`src/rtl/holdover_pkg.sv`:
```
package holdover_pkg;
  typedef enum logic [1:0] {
    ST_ACQ  = 2'd0,
    ST_LOCK = 2'd1,
    ST_HOLD = 2'd2
  } loop_state_e;
endpackage

```
`src/rtl/holdover_supervisor.sv`:
```
module holdover_supervisor
  import holdover_pkg::*;
#(
  parameter int ERR_W    = 16,
  parameter int JUMP_LIM = 134
) (
  input  logic                    clk,
  input  logic                    rst,
  input  logic                    sample_valid,
  input  logic                    ref_present,
  input  logic signed [ERR_W-1:0] phase_err,
  output logic                    do_capture,
  output logic                    do_update,
  output logic                    holding
);
  localparam int signed LIM = JUMP_LIM;

  loop_state_e             st_q, st_nx;
  logic signed [ERR_W-1:0] prev_q;
  logic signed [ERR_W:0]   step;
  logic                    jump;
  logic                    locked;

  always_comb begin
    step   = {phase_err[ERR_W-1], phase_err} - {prev_q[ERR_W-1], prev_q};
    jump   = (int'(step) > LIM) || (int'(step) < -LIM);
    locked = (st_q == ST_LOCK);
    do_capture = sample_valid && ref_present && !locked;
    do_update  = sample_valid && ref_present && locked && !jump;
    st_nx = st_q;
    if (locked) begin
      if (!ref_present || (sample_valid && jump)) st_nx = ST_HOLD;
    end else if (do_capture) begin
      st_nx = ST_LOCK;
    end
  end

  always_ff @(posedge clk) begin
    if (rst) begin
      st_q    <= ST_ACQ;
      prev_q  <= '0;
      holding <= 1'b1;
    end else begin
      st_q    <= st_nx;
      holding <= (st_nx != ST_LOCK);
      if (do_capture || do_update) prev_q <= phase_err;
    end
  end
endmodule

```
`src/rtl/holdover_loop_filter.sv`:
```
module holdover_loop_filter #(
  parameter int ERR_W    = 16,
  parameter int CTRL_W   = 15,
  parameter int FRAC_W   = 12,
  parameter int F_SHIFT  = 3,
  parameter int KI_SHIFT = 4
) (
  input  logic                       clk,
  input  logic                       rst,
  input  logic                       do_capture,
  input  logic                       do_update,
  input  logic signed [ERR_W-1:0]    phase_err,
  output logic [CTRL_W+FRAC_W-1:0]   acc_q
);
  localparam int AW = CTRL_W + FRAC_W;
  localparam int FW = ERR_W + 1 + FRAC_W;
  localparam int SW = ((FW > AW) ? FW : AW) + 3;
  localparam logic signed [SW-1:0] ACC_MAX = {{(SW-AW){1'b0}}, {AW{1'b1}}};
  localparam logic [AW-1:0] ACC_MID = {1'b1, {(AW-1){1'b0}}};

  logic signed [ERR_W-1:0] base_q;
  logic signed [FW-1:0]    filt_q;
  logic signed [ERR_W:0]   err_rel;
  logic signed [SW-1:0]    err_fix, filt_ext, diff, filt_nx, acc_ext, acc_sum;
  logic [AW-1:0]           acc_nx;

  always_comb begin
    err_rel  = {phase_err[ERR_W-1], phase_err} - {base_q[ERR_W-1], base_q};
    err_fix  = SW'(err_rel) <<< FRAC_W;
    filt_ext = SW'(filt_q);
    diff     = err_fix - filt_ext;
    filt_nx  = filt_ext + (diff >>> F_SHIFT);
    acc_ext  = SW'(acc_q);
    acc_sum  = acc_ext + (filt_nx >>> KI_SHIFT);
    if (acc_sum < 0)            acc_nx = '0;
    else if (acc_sum > ACC_MAX) acc_nx = '1;
    else                        acc_nx = acc_sum[AW-1:0];
  end

  always_ff @(posedge clk) begin
    if (rst) begin
      base_q <= '0;
      filt_q <= '0;
      acc_q  <= ACC_MID;
    end else if (do_capture) begin
      base_q <= phase_err;
      filt_q <= '0;
    end else if (do_update) begin
      filt_q <= filt_nx[FW-1:0];
      acc_q  <= acc_nx;
    end
  end
endmodule

```
`src/rtl/holdover_ctrl_out.sv`:
```
module holdover_ctrl_out #(
  parameter int CTRL_W  = 15,
  parameter int FRAC_W  = 12,
  parameter int FAIL_LO = 1024,
  parameter int FAIL_HI = 31743
) (
  input  logic                     clk,
  input  logic                     rst,
  input  logic [CTRL_W+FRAC_W-1:0] acc_q,
  output logic [CTRL_W-1:0]        ctrl_word,
  output logic                     loop_fail
);
  localparam int AW = CTRL_W + FRAC_W;
  localparam logic [CTRL_W-1:0] MID = {1'b1, {(CTRL_W-1){1'b0}}};

  logic [CTRL_W-1:0] ctrl_nx;

  always_comb ctrl_nx = acc_q[AW-1 -: CTRL_W];

  always_ff @(posedge clk) begin
    if (rst) begin
      ctrl_word <= MID;
      loop_fail <= 1'b0;
    end else begin
      ctrl_word <= ctrl_nx;
      loop_fail <= (int'(ctrl_nx) < FAIL_LO) || (int'(ctrl_nx) > FAIL_HI);
    end
  end
endmodule

```
`src/rtl/holdover_pwm.sv`:
```
module holdover_pwm #(
  parameter int CTRL_W = 15
) (
  input  logic              clk,
  input  logic              rst,
  input  logic [CTRL_W-1:0] ctrl_word,
  output logic              pwm_out
);
  localparam logic [CTRL_W-1:0] MID = {1'b1, {(CTRL_W-1){1'b0}}};

  logic [CTRL_W-1:0] cnt_q, duty_q;

  always_ff @(posedge clk) begin
    if (rst) begin
      cnt_q   <= '0;
      duty_q  <= MID;
      pwm_out <= 1'b0;
    end else begin
      cnt_q   <= cnt_q + 1'b1;
      pwm_out <= (cnt_q < duty_q);
      if (cnt_q == '1) duty_q <= ctrl_word;
    end
  end
endmodule

```
`src/rtl/holdover_loop_core.sv`:
```
module holdover_loop_core #(
  parameter int ERR_W    = 16,
  parameter int CTRL_W   = 15,
  parameter int FRAC_W   = 12,
  parameter int F_SHIFT  = 3,
  parameter int KI_SHIFT = 4,
  parameter int JUMP_LIM = 134,
  parameter int FAIL_LO  = 1024,
  parameter int FAIL_HI  = 31743
) (
  input  logic                    clk,
  input  logic                    rst,
  input  logic                    sample_valid,
  input  logic signed [ERR_W-1:0] phase_err,
  input  logic                    ref_present,
  output logic [CTRL_W-1:0]       ctrl_word,
  output logic                    pwm_out,
  output logic                    holding,
  output logic                    loop_fail
);
  localparam int AW = CTRL_W + FRAC_W;

  logic          do_capture, do_update;
  logic [AW-1:0] acc_q;

  holdover_supervisor #(.ERR_W(ERR_W), .JUMP_LIM(JUMP_LIM)) u_sup (
    .clk(clk), .rst(rst), .sample_valid(sample_valid), .ref_present(ref_present),
    .phase_err(phase_err), .do_capture(do_capture), .do_update(do_update),
    .holding(holding)
  );

  holdover_loop_filter #(
    .ERR_W(ERR_W), .CTRL_W(CTRL_W), .FRAC_W(FRAC_W),
    .F_SHIFT(F_SHIFT), .KI_SHIFT(KI_SHIFT)
  ) u_filt (
    .clk(clk), .rst(rst), .do_capture(do_capture), .do_update(do_update),
    .phase_err(phase_err), .acc_q(acc_q)
  );

  holdover_ctrl_out #(
    .CTRL_W(CTRL_W), .FRAC_W(FRAC_W), .FAIL_LO(FAIL_LO), .FAIL_HI(FAIL_HI)
  ) u_out (
    .clk(clk), .rst(rst), .acc_q(acc_q), .ctrl_word(ctrl_word), .loop_fail(loop_fail)
  );

  holdover_pwm #(.CTRL_W(CTRL_W)) u_pwm (
    .clk(clk), .rst(rst), .ctrl_word(ctrl_word), .pwm_out(pwm_out)
  );
endmodule

```
`config.mk`:
```
export PLATFORM = sky130hd
export DESIGN_NAME = holdover_loop_core
export DESIGN_NICKNAME = d
export VERILOG_FILES = /design/src/rtl/holdover_pkg.sv /design/src/rtl/holdover_supervisor.sv /design/src/rtl/holdover_loop_filter.sv /design/src/rtl/holdover_ctrl_out.sv /design/src/rtl/holdover_pwm.sv /design/src/rtl/holdover_loop_core.sv
export SDC_FILE = /design/constraint.sdc
export NUM_CORES = 1
export LEC_CHECK = 0
export CELL_PAD_IN_SITES_DETAIL_PLACEMENT = 1
export CELL_PAD_IN_SITES_GLOBAL_PLACEMENT = 1
export CORE_MARGIN = 5
export CORE_UTILIZATION = 35
export CTS_CLUSTER_DIAMETER = 150
export DETAILED_ROUTE_END_ITERATION = 16
export DONT_BUFFER_PORTS = 1
export PLACE_DENSITY = 0.6
export SYNTH_ARGS = -nofsm -noshare
export SYNTH_HDL_FRONTEND = slang
export SYNTH_SLANG_ARGS = --single-unit
```
`constraint.sdc`:
```
create_clock -name clk -period 24.2 [get_ports clk]
set_input_delay 2.42 -clock clk [delete_from_list [all_inputs] [get_ports clk]]
set_output_delay 2.42 -clock clk [all_outputs]
set_load 0.01 [all_outputs]
```
==> impl_metrics.tcl <==
set metrics [dict create \
    status "completed" \
    port_buffers 0 \
    fin_cells 1722 \
    post-route-min-period_ns 10.30 \
    clk_latency_ns 0.44 \
    htree_levels 4 \
    syn-num-nets 1472 \
    dieHeight_um 185 \
    place_area_mm2 0.0111 \
    synth.distinct_cells 73 \
    worstSetupPathType "in -> reg" \
    numClockSinks 138 \
    p_int_uw 478 \
    gp_congestion 0.826 \
    tns_ns 0 \
    syn-mean-instance-area_um2 8.11 \
    cts_inserted_buffers 17 \
    synth_warnings 0 \
    crit_top_cell "o21ai_0" \
    reg2reg_depth 33 \
    wirelength_mm 29.8 \
    timing.rr.start "u_filt.base_q[0]$_SDFFE_PP0P_" \
    grt_setup_unrepaired "false" \
    vias 9073 \
    cp_slowest_cell "a2111oi_0" \
    grt_start_max_net_pins 87 \
    fillers 3635 \
    worst_pin_slew_ns 1.11 \
    start_util_pct 35.3 \
    finalSetupViolCount 0 \
    place_inst 1690 \
    worst_path_largest_cell_delay_ns 0.63 \
    overflow 0 \
    dieArea_mm2 0.0343 \
    synth_edf_count 0 \
    finalCritPeriodShare_pct 42.6 \
    critPathRequiredTime_ns 24.51 \
    postCtsSetupBuffers 0 \
    path_max_fanout 28 \
    synth_area_leaders "dfxtp_1, ha_1, mux2i_1, nor2_1, a21oi_1" \
    cts_tree "done" \
    p_comb_share_pct 30.6 \
    hold_path_class "reg -> reg" \
    clock_path_buffers 2 \
    worstReg2RegEnd "u_filt.acc_q[16]$_SDFFE_PP0P_" \
    vdd_ir_drop_max_mv 0.0474 \
    core-area_mm2 0.0304 \
    drtPass1Iterations 4 \
    drc_errors 0 \
    drtIter0Drc 395 \
    hp-start "u_filt.base_q[6]$_SDFFE_PP0P_" \
    grt_pass1_vias 9283 \
    synth_seq_cells 138 \
    layout_common_cells "nor2_1, dfxtp_1, ha_1" \
    fin_area_mm2 0.0117 \
    cts_root_buffer "clkbuf_16" \
    synth_top_area_share_pct 25.7 \
    final_max_slew_viol_count 0 \
    async_reset_ff_share_pct 0 \
    drive_gt1_share_pct 6.11 \
    grt_usage_pct 17.7 \
    critPathCaptureType "flop" \
    antenna_found_initial 0 \
    p_seq_share_pct 32.2 \
    critPathArrivalTime_ns 10.61 \
    final_net_count 1459 \
    cts_resized 0 \
    synth_flop_cell "dfxtp_1" \
    die_w_um 185 \
    dp_slack_ns 13.39 \
    p_sw_share_pct 33.9 \
    pwr-share-clk_pct 37.2 \
    area_growth_pct 9.02 \
    power_density_mw_per_mm2 61.7 \
    rows 64 \
    dpl.hpwl_mm 23.3 \
    hold_depth 2 \
    grt_pass1_wl_mm 48.9 \
    max_freq_ghz 0.0971 \
    timing.final.ws_setup_ns 13.90 \
    slew_headroom_pct 25.7 \
    netlist_instances 1326 \
    hold_slack_ns 0.452 \
    wl_per_cell_um 17.3 \
    cts_hold_buf 0 \
    leakagePower_nw 5.05 \
    antenna_cells 0 \
    hold_violations 0 \
    ant_nets 0 \
    ios 38 \
    whs_endpoint "u_filt.base_q[6]$_SDFFE_PP0P_" \
    switchingPower_uw 245 \
    synth_top_area_cell "dfxtp_1" \
    routed_via_density 5.27 \
    start_kind "input pin" \
    reg2reg_setup_slack_ns 15.62 \
    layout_commonest_cell "nor2_1" \
    synth_area_mm2 0.0107 \
    seq_area_frac_synth_pct 25.7 \
    skew_ns 0.0115 \
    cap_violations 0 \
    total_power_uw 723 \
    final_core_util_pct 38.5 \
    clkSlewWorstSetupHoldPaths_ns 0.06 \
]
## synthesized netlist by cell type, drive strengths merged (13+ instances only)
cell / n
a211oi: 13
a21o: 45
a21oi: 106
buf: 16
clkbuf: 22
dfxtp: 138
ha: 123
inv: 101
mux2i: 61
nand2: 92
nand2b: 20
nand3: 18
nor2: 154
nor2b: 35
nor3: 29
o21a: 21
o21ai: 70
o2bb2ai: 17
or3: 14
xnor2: 55
xor2: 33
## cells by family (layout without fill, tap and decap cells)
| logic type | after synthesis | after routing | synth area share (%) |
|---|---|---|---|
| AO/OA/AOI/OAI | 350 | 350 | 22.5 |
| adder cells (fa/ha/maj) | 126 | 126 | 14.9 |
| multiplexers | 62 | 62 | 5.79 |
| flip-flops | 138 | 138 | 25.7 |
| AND/OR/NAND/NOR | 422 | 422 | 18.8 |
| buffers and inverters | 140 | 140 | 5.17 |
| XOR/XNOR | 88 | 88 | 7.17 |
## state kept, by name, indices dropped and copies added, names as in the netlist
name / flops
u_filt.acc_q: 27
u_pwm.pwm_out: 1
u_filt.base_q: 16
u_pwm.cnt_q: 15
u_filt.filt_q: 29
u_sup.holding: 1
u_pwm.duty_q: 15
u_out.ctrl_word: 15
u_sup.prev_q: 16
u_sup.st_q: 2
u_out.loop_fail: 1
## per-layer routing
metal  vias up  part of all wire [%]  global-route usage (%)
met5         -                     0                       0
met4         0                   1.3                    4.11
met3        28                   2.1                    2.89
met2        65                    45                    28.8
met1      4323                    51                    24.5
li1       4657                     -                       -
## power groups by stage
stage	clock [mW]	sequential [mW]	combinational (mW)
CTS	0.277	0.233	0.225
global route	0.286	0.233	0.249
floorplan	0	0.237	0.176
global placement	0	0.238	0.221
detailed placement	0	0.238	0.224
finish	0.269	0.233	0.221
## how the worst max path moves through the flow
stage | startpoint | slack (ns) | end
5_1_grt | phase_err[0] | 12.99 | u_filt.acc_q[16]$_SDFFE_PP0P_
6_report | phase_err[0] | 13.90 | u_filt.acc_q[16]$_SDFFE_PP0P_
3_5_place_dp | phase_err[0] | 13.39 | u_filt.acc_q[16]$_SDFFE_PP0P_
3_3_place_gp | phase_err[0] | 13.69 | u_filt.acc_q[16]$_SDFFE_PP0P_
4_1_cts | phase_err[0] | 13.83 | u_filt.acc_q[16]$_SDFFE_PP0P_
2_1_floorplan | phase_err[0] | 14.91 | u_filt.acc_q[1]$_SDFFE_PP0P_
## worst max-delay path, delay by kind of cell
| family | cells | cell delay (ns) |
|---|---|---|
| compound gates | 17 | 3.60 |
| xor+xnor | 1 | 0.18 |
| fa+ha+maj | 5 | 1.52 |
| buf+inv | 3 | 1.00 |
| mux | 1 | 0.30 |
| simple gates | 7 | 1.59 |
## area by class of cell
class | instances | area, um2 | area share, %
timing repair buffer | 6 | 45.0 | 0.384
inverter | 102 | 383 | 3.27
multi-input combinational | 1048 | 7440 | 63.5
clock inverter | 12 | 139 | 1.19
sequential | 138 | 2760 | 23.6
tap | 396 | 495 | 4.23
clock buffer | 20 | 457 | 3.90
Note: power is estimated with default switching activity, not from simulation.
